[src/rtl/pwm_chan_pkg.sv]
package pwm_chan_pkg;
  typedef enum logic [1:0] {
    SRC_PRE   = 2'd0,
    SRC_DIVA  = 2'd1,
    SRC_DIVB  = 2'd2,
    SRC_PRE_B = 2'd3
  } src_sel_e;
endpackage

[src/rtl/pwm_prescaler.sv]
module pwm_prescaler #(
  parameter int PRE_W   = 4,
  parameter int PRE_MAX = 10
) (
  input  logic             clk,
  input  logic             rst,
  input  logic [PRE_W-1:0] pre_sel,
  output logic             tick
);
  localparam int CW = (PRE_MAX > 0) ? PRE_MAX : 1;

  logic [CW-1:0] pc_q;
  logic [CW-1:0] mask;

  always_ff @(posedge clk) begin
    if (rst) pc_q <= '0;
    else     pc_q <= pc_q + CW'(1);
  end

  always_comb begin
    mask = '0;
    for (int i = 0; i < CW; i++) mask[i] = (i < int'(pre_sel));
  end

  assign tick = (int'(pre_sel) <= PRE_MAX) && ((pc_q & mask) == mask);
endmodule

[src/rtl/pwm_lin_div.sv]
module pwm_lin_div #(
  parameter int DIV_W = 8
) (
  input  logic             clk,
  input  logic             rst,
  input  logic             in_tick,
  input  logic [DIV_W-1:0] div,
  output logic             out_tick
);
  logic [DIV_W-1:0] dc_q;
  logic             hit;

  assign hit      = in_tick && (div != '0) && (dc_q >= div - DIV_W'(1));
  assign out_tick = hit;

  always_ff @(posedge clk) begin
    if (rst)                        dc_q <= '0;
    else if (in_tick) begin
      if (div == '0 || hit)         dc_q <= '0;
      else                          dc_q <= dc_q + DIV_W'(1);
    end
  end
endmodule

[src/rtl/pwm_period_buf.sv]
module pwm_period_buf #(
  parameter int CNT_W = 16,
  parameter int UPD_W = 24
) (
  input  logic             clk,
  input  logic             rst,
  input  logic             wr_ok,
  input  logic [UPD_W-1:0] wr_data,
  input  logic             xfer,
  output logic [CNT_W-1:0] active,
  output logic             pending
);
  logic [CNT_W-1:0] shadow_q;
  logic             unused_hi;

  assign unused_hi = ^wr_data[UPD_W-1:CNT_W];

  always_ff @(posedge clk) begin
    if (rst) begin
      shadow_q <= '0;
      active   <= '0;
      pending  <= 1'b0;
    end else begin
      if (xfer) begin
        active  <= shadow_q;
        pending <= 1'b0;
      end
      if (wr_ok) begin
        shadow_q <= wr_data[CNT_W-1:0];
        pending  <= 1'b1;
      end
    end
  end
endmodule

[src/rtl/pwm_chan_core.sv]
module pwm_chan_core #(
  parameter int CNT_W = 16
) (
  input  logic             clk,
  input  logic             rst,
  input  logic             tick,
  input  logic             center,
  input  logic [CNT_W-1:0] per,
  input  logic [CNT_W-1:0] duty,
  output logic             xfer,
  output logic [CNT_W-1:0] cnt_q,
  output logic             pwm_q
);
  localparam logic [CNT_W-1:0] ONE  = CNT_W'(1);
  localparam logic [CNT_W:0]   ONEX = (CNT_W+1)'(1);

  logic [CNT_W-1:0] cnt_d;
  logic             up_q, up_d;

  always_comb begin
    cnt_d = cnt_q;
    up_d  = up_q;
    xfer  = 1'b0;
    if (tick) begin
      if (!center) begin
        up_d = 1'b1;
        if (({1'b0, cnt_q} + ONEX) >= {1'b0, per}) begin
          cnt_d = '0;
          xfer  = 1'b1;
        end else begin
          cnt_d = cnt_q + ONE;
        end
      end else if (up_q && (cnt_q < per)) begin
        cnt_d = cnt_q + ONE;
      end else if (cnt_q <= ONE) begin
        cnt_d = '0;
        up_d  = 1'b1;
        xfer  = 1'b1;
      end else begin
        cnt_d = cnt_q - ONE;
        up_d  = 1'b0;
      end
    end
  end

  always_ff @(posedge clk) begin
    if (rst) begin
      cnt_q <= '0;
      up_q  <= 1'b1;
      pwm_q <= 1'b0;
    end else begin
      cnt_q <= cnt_d;
      up_q  <= up_d;
      pwm_q <= (cnt_d < duty);
    end
  end
endmodule

[src/rtl/pwm_period_chan.sv]
module pwm_period_chan #(
  parameter int CNT_W   = 16,
  parameter int UPD_W   = 24,
  parameter int PRE_W   = 4,
  parameter int PRE_MAX = 10,
  parameter int DIV_W   = 8
) (
  input  logic             clk,
  input  logic             rst,
  input  logic             upd_we,
  input  logic [UPD_W-1:0] upd_data,
  input  logic             wp_soft,
  input  logic             wp_hard,
  input  logic [PRE_W-1:0] pre_sel,
  input  logic [1:0]       src_sel,
  input  logic [DIV_W-1:0] div_a,
  input  logic [DIV_W-1:0] div_b,
  input  logic             center_al,
  input  logic [CNT_W-1:0] duty,
  output logic             pwm_out,
  output logic [CNT_W-1:0] count,
  output logic [CNT_W-1:0] active_period,
  output logic             update_pending
);
  import pwm_chan_pkg::*;

  localparam int NDIV = 2;

  logic                       pre_tick;
  logic [NDIV-1:0]            div_tick;
  logic [NDIV-1:0][DIV_W-1:0] div_val;
  logic                       chan_tick;
  logic                       xfer;
  logic                       wr_ok;
  src_sel_e                   src;

  assign div_val = {div_b, div_a};
  assign src     = src_sel_e'(src_sel);
  assign wr_ok   = upd_we && !wp_soft && !wp_hard;

  pwm_prescaler #(.PRE_W(PRE_W), .PRE_MAX(PRE_MAX)) u_pre (
    .clk(clk), .rst(rst), .pre_sel(pre_sel), .tick(pre_tick)
  );

  for (genvar g = 0; g < NDIV; g++) begin : g_div
    pwm_lin_div #(.DIV_W(DIV_W)) u_div (
      .clk(clk), .rst(rst), .in_tick(pre_tick),
      .div(div_val[g]), .out_tick(div_tick[g])
    );
  end

  always_comb begin
    case (src)
      SRC_DIVA: chan_tick = div_tick[0];
      SRC_DIVB: chan_tick = div_tick[1];
      default:  chan_tick = pre_tick;
    endcase
  end

  pwm_period_buf #(.CNT_W(CNT_W), .UPD_W(UPD_W)) u_buf (
    .clk(clk), .rst(rst), .wr_ok(wr_ok), .wr_data(upd_data),
    .xfer(xfer), .active(active_period), .pending(update_pending)
  );

  pwm_chan_core #(.CNT_W(CNT_W)) u_core (
    .clk(clk), .rst(rst), .tick(chan_tick), .center(center_al),
    .per(active_period), .duty(duty), .xfer(xfer),
    .cnt_q(count), .pwm_q(pwm_out)
  );
endmodule

[config.mk]
export PLATFORM = sky130hd
export DESIGN_NAME = pwm_period_chan
export DESIGN_NICKNAME = d
export VERILOG_FILES = /design/src/rtl/pwm_chan_pkg.sv /design/src/rtl/pwm_prescaler.sv /design/src/rtl/pwm_lin_div.sv /design/src/rtl/pwm_period_buf.sv /design/src/rtl/pwm_chan_core.sv /design/src/rtl/pwm_period_chan.sv
export SDC_FILE = /design/constraint.sdc
export NUM_CORES = 1
export LEC_CHECK = 0
export ABC_AREA = 1
export BUFFER_PORTS_ARGS = -buffer_cell sky130_fd_sc_hd__buf_2
export CAP_MARGIN = 0
export CORE_MARGIN = 3
export CORE_UTILIZATION = 58
export DETAILED_ROUTE_END_ITERATION = 12
export HOLD_SLACK_MARGIN = 0.03
export MAX_ROUTING_LAYER = met4
export PLACE_DENSITY_LB_ADDON = 0.08
export SKIP_CTS_REPAIR_TIMING = 1
export SLEW_MARGIN = 20
export SYNTH_ARGS = -nofsm -noshare
export SYNTH_HDL_FRONTEND = slang
export SYNTH_SLANG_ARGS = --single-unit
export TNS_END_PERCENT = 100
[constraint.sdc]
create_clock -name clk -period 4.9 [get_ports clk]
set_input_delay 0.98 -clock clk [delete_from_list [all_inputs] [get_ports clk]]
set_output_delay 0.98 -clock clk [all_outputs]
set_load 0.05 [all_outputs]
After elaboration in Yosys (flattened, before gate mapping). Cells that the tools add are included.

Mux-type cells: 17. Equal/unequal tests: 4. Bitwise logic cells: 1. Reduce and logical (&&, ||, !) cells: 18. Add/sub/neg operators: 8. Order comparisons: 17.

Operator list (count): $mux W16 (5); $lt A16 B16 Y1 (2); $add A16 B1 Y17 const B (1); $ge A17 B16 Y1 (1); $add A16 B1 Y16 const B (1); $add A8 B1 Y8 const B (2); $ge A8 B8 Y1 (2); $le A16 B1 Y1 const B (1); $logic_not A8 Y1 (2); $lt A3 B4 Y1 const A (4); $mux W8 (2); $reduce_bool A8 Y1 (2); $sub A16 B1 Y16 const B (1); $sub A8 B1 Y8 const B (2); $add A10 B1 Y10 const B (1); $and A10 B10 Y10 (1); $eq A10 B10 Y1 (1); $mux W1 (9); $logic_and A1 B1 Y1 (8); $lt A1 B4 Y1 const A (2); $lt A2 B4 Y1 const A (2); $lt A4 B4 Y1 const A (2); $le A4 B4 Y1 const B (1); $eq A2 B1 Y1 const B (1); other kinds (7) (9).

Bits of input ports: 68. Output and inout port bits: 34. Word-level logic and storage cells: 74. Bits in registers: 77.

Depth between registers and ports, before layout.
Word-level depth: 10. Gate-level depth with buffers: 30. Depth with buffers taken out: 29.

Modules after synthesis. A second synthesis with hierarchy kept.

Cell total of the unflattened synthesis: 895. Area, all modules: 6085.8 µm².

By module, submodules not included: pwm_chan_core (seq. area each 360.3 µm², area an instance 2829.0 µm², cells an instance 437, times used 1); pwm_lin_div (seq. area each 160.2 µm², area an instance 742.0 µm², cells an instance 107, times used 2); pwm_period_buf (seq. area each 660.6 µm², area an instance 1137.3 µm², cells an instance 141, times used 1); pwm_prescaler (seq. area each 200.2 µm², area an instance 564.3 µm², cells an instance 91, times used 1); pwm_period_chan (seq. area each 0.0 µm², area an instance 71.3 µm², cells an instance 12, times used 1).

Worst setup path after synthesis. No wires, ideal clock.

Path type: flip-flop to flip-flop. Start: register u_core.cnt_q[0]. End: register u_core.pwm_q. Required time: 4.834 ns. Buffers on the path: 1. Data arrival time: 4.168 ns. Period minus slack after synthesis: 4.234 ns. Stages on the path, launching flop included: 29. Path slack: 0.666 ns. Setup time: 0.066 ns. Path through: dfxtp_1 > ha_1 > nand3_2 > nor2_1 > inv_2 > nor2_2 > nand2_1 > nor2_2 > nand3_1 > nand2_1 > inv_1 > ha_1 > nand2_1 > nor2_1 > nand4_2 > nor2_2 > nor2_4 > nand3_2 > buf_2 > o21ai_1 > nand3_1 > nand2_1 > ha_1 > a21oi_1 > o21ai_0 > nand3_1 > a21oi_1 > a2111o_1 > a21oi_2.

Word-level cells in the longest chain between the ends: 6. Elaborated cells on any way between the ends: 13. Those cells by class: add/sub (3); order compare (4); mux (5); reduce/logical (1).

RTL lines: from (decl) (RTL line pwm_chan_core.sv:11) `output logic [CNT_W-1:0] cnt_q,`; from (signal assigned) (RTL line pwm_chan_core.sv:52) `cnt_q <= cnt_d;`; $add A16 B1 Y17 (tied with other cells) (RTL line pwm_chan_core.sv:27) `if (({1'b0, cnt_q} + ONEX) >= {1'b0, per}) begin`; $ge A17 B16 Y1 (tied with other cells) (RTL line pwm_chan_core.sv:27); $mux W16 (on tied branches) (RTL line pwm_chan_core.sv:27, pwm_chan_core.sv:33); $mux W16 (*) (RTL line pwm_chan_core.sv:25) `if (!center) begin`; $mux W16 (*) (RTL line pwm_chan_core.sv:24) `if (tick) begin`; named net u_core.cnt_d[11] (RTL line pwm_chan_core.sv:17) `logic [CNT_W-1:0] cnt_d;`; $lt A16 B16 Y1 (*) (RTL line pwm_chan_core.sv:54) `pwm_q <= (cnt_d < duty);`; to (signal assigned) (RTL line pwm_chan_core.sv:54); to (decl) (RTL line pwm_chan_core.sv:12) `output logic pwm_q`.

The timed path passes the listed nets; every way through them passes the cells marked *. A chain may end at the register's enable or synchronous reset.

Worst setup path in the final report.
Start: register u_core.cnt_q[2]. End: register u_core.pwm_q.

The elaborated chain is that of the path after synthesis.

==> results.cfg <==
[run_status]
status = finished, final reports clean

[timing]
fin_crit_ns = 4.374
fmax_mhz = 228.6
drv_slew = 0
setup_viol = 0
tns_ns = 0
rsz0062_at_grt = no
fin_crit_sh_pct = 89.26
whs_ns = 0.4555
max_slew_margin_pct = 31.88
max_slew.worst_pin.slew_ns = 1.016
finClkSkew_ns = 0.01282
hold_viol_final = 0

[clock_network]
cts_sinks = 77
insertion_delay_ns = 0.37
cts_inserted_buffers = 9
ctsLongestPathBuffers = 2
htree_levels = 3
cts-root-buf = clkbuf_8
cts_tree = done
cts.clk_slew.worst_paths_ns = 0.09

[setup_path]
end_kind = flop
crit_path_start_kind = flop
critical_path.max_stage_delay_ns = 0.58
reg2reg_depth = 23
r2r-start = u_core.cnt_q[2]
critPathTopFamily = simple AND/OR/NAND/NOR gates
rrSetupSlack_ns = 0.53
path_cells = nand2_1 -> nor2_2 -> nand3_2 -> nor2_4 -> nand4_2 -> nor2_2 -> nand4_1 -> xor2_1 -> ha_1 -> nand4_1 -> nor4_1 -> nand2_1 -> nand3_4 -> o21ai_1 -> nand3_1 -> nand2_1 -> ha_1 -> a21oi_1 -> o21ai_0 -> nand3_1 -> a21oi_1 -> a2111o_1 -> a21oi_2
path_max_fanout = 14
critical_path.slowest_cell = dfxtp_1
critical_path_class = reg -> reg
rr_endpoint = u_core.pwm_q
cp.arrival_ns = 4.67
path_common_cell = nand2_1
crit_buf_inv = 0
worstPathRequired_ns = 5.20

[route]
vias = 5925
antenna_left = 0
first_iter_violations = 299
routed_wl_mm = 14.76
wl_per_cell_um = 13.40
post-route-drc-count = 0
viasPerCell = 5.381
dr.pass1.iters = 6

[floorplan]
initial_core_util_pct = 60.15
std_cell_rows = 37
die_w_um = 109.7
core_um2 = 10370
pin_count = 102
die-area_um2 = 12030
die_h_um = 109.7

[power]
leakage_uw = 0.003496
ir_drop_uv = 274.0
power_density_nw_per_um2 = 370.6

[logic_synthesis]
ys_seq_area_share_pct = 24.71
syn-instance-count = 882
async_flop_share_pct = 0
synth_top_area_share_pct = 24.71
synth.most_common_cell = inv_1
syn_nets = 1025
ys_warn_count = 0
ys_ff_latch = 77
ys_dominant_reg_cell = dfxtp_1
synth_cell_types = 49
synth_area_leaders = dfxtp_1 25%, ha_1 15%, inv_1 8.3%
synth_common_cells = 138 x inv_1, 130 x nand2_1, 86 x a21oi_1
syn_area_um2 = 6237
syn_area_per_cell_um2 = 7.072
synth_edf_count = 0
synth.largest_area_cell = dfxtp_1

[global_route]
grt_pass1_vias = 5737
grt_max_degree = 42
grt_pass1_wl_mm = 24.70
overflow = 0
track_usage_pct = 26.09
antenna_found_initial = 0

[finish]
fin_nets = 1103
areaGrowthSynthToFinish_pct = 11.41
num_antenna_cells = 0
drive_gt1_share_pct = 18.96

[run]
maxCapViolCount = 0

[min_path]
min_from = u_buf.shadow_q[4]
hold_class = reg -> reg
holdPathEnd = u_buf.active[4]
whs_path_depth = 2

[placement]
port_buffers = 93
gp_congestion = 0.9091
dp.final_hpwl_mm = 11.55
-- layer usage --
| metal | global-route usage, % | up-vias | wire length (µm) |
|---|---|---|---|
| met1 | 28.45 | 2716 | 6320 |
| met2 | 47.12 | 129 | 7502 |
| met3 | 5.461 | 22 | 696 |
| li1 | - | 3058 | - |
| met4 | 8.638 | 0 | 237 |
| met5 | - | - | 0 |
-- worst max-delay path by stage --
stage                          startpoint            to  slack [ns]  depth (start not counted)
after CTS                 u_core.cnt_q[0]  u_core.pwm_q        0.43                         28
after floorplan           u_core.cnt_q[0]  u_core.pwm_q        0.67                         28
after detailed placement         div_b[0]  u_core.pwm_q        0.37                         24
final                     u_core.cnt_q[2]  u_core.pwm_q        0.53                         23
after global routing      u_core.cnt_q[2]  u_core.pwm_q        0.07                         23
after global placement           div_b[0]  u_core.pwm_q        0.52                         25
-- tightest hold or removal path, delay by kind of cell (launching register included) --
kind	cells	cell delay [ns]
buffers and inverters	1	0.06
AOI/OAI and AO/OA	1	0.05
DFF	1	0.30
-- registers in the layout, summed over array words and instances (netlist names) --
name / count
u_core.up_q: 1
u_core.cnt_q: 16
u_buf.active: 16
u_pre.pc_q: 10
u_buf.shadow_q: 16
u_buf.pending: 1
g_div.u_div.dc_q: 16
u_core.pwm_q: 1
-- kinds of logic after synthesis --
logic type / count (synthesis) / synth area share, %
simple gates: 313 / 25.38
fa+ha+maj: 75 / 15.05
flops: 77 / 24.71
compound gates: 198 / 17.55
buf+inv: 181 / 11.98
xor+xnor: 38 / 5.336
-- metrics by stage --
stage	total power, µW	cell area (µm²)	std cells	worst slack, ns	utilization, %
after detailed placement	2056	6733	1085	0.3660	64.93
final	2575	6949	1101	0.5260	67.01
after global routing	2780	6949	1101	0.06614	67.01
after floorplan	1786	6237	882	0.6657	-
after CTS	2569	6940	1101	0.4349	66.93
after global placement	2010	6733	1085	0.5214	64.93
-- where the power goes --
| part | internal [µW] | total [µW] | switching [µW] |
|---|---|---|---|
| clock network | 254 | 509 | 256 |
| registers | 682 | 746 | 63.4 |
| logic | 430 | 1320 | 890 |
-- cell type report --
type	count	area (µm²)
tap	136	170.2
clock inverter	6	70.07
clock buffer	10	137.6
fill	966	3421
multi-input combinational	624	3956
timing repair buffer	99	510.5
inverter	149	561.8
sequential	77	1543
-- cell usage in the layout, fill, tap and decap left out, drive strengths merged, types with 3 or more instances in the layout --
cell	count
o211ai	10
buf	99
nor3	16
nand2	141
xnor2	7
o21a	3
nand3	48
xor2	31
nor3b	6
a31oi	8
ha	75
clkbuf	10
o21ai	79
clkinv	4
a21oi	89
nand4	18
nor2	76
inv	148
dfxtp	77
Note: power is estimated with default switching activity, not from simulation.
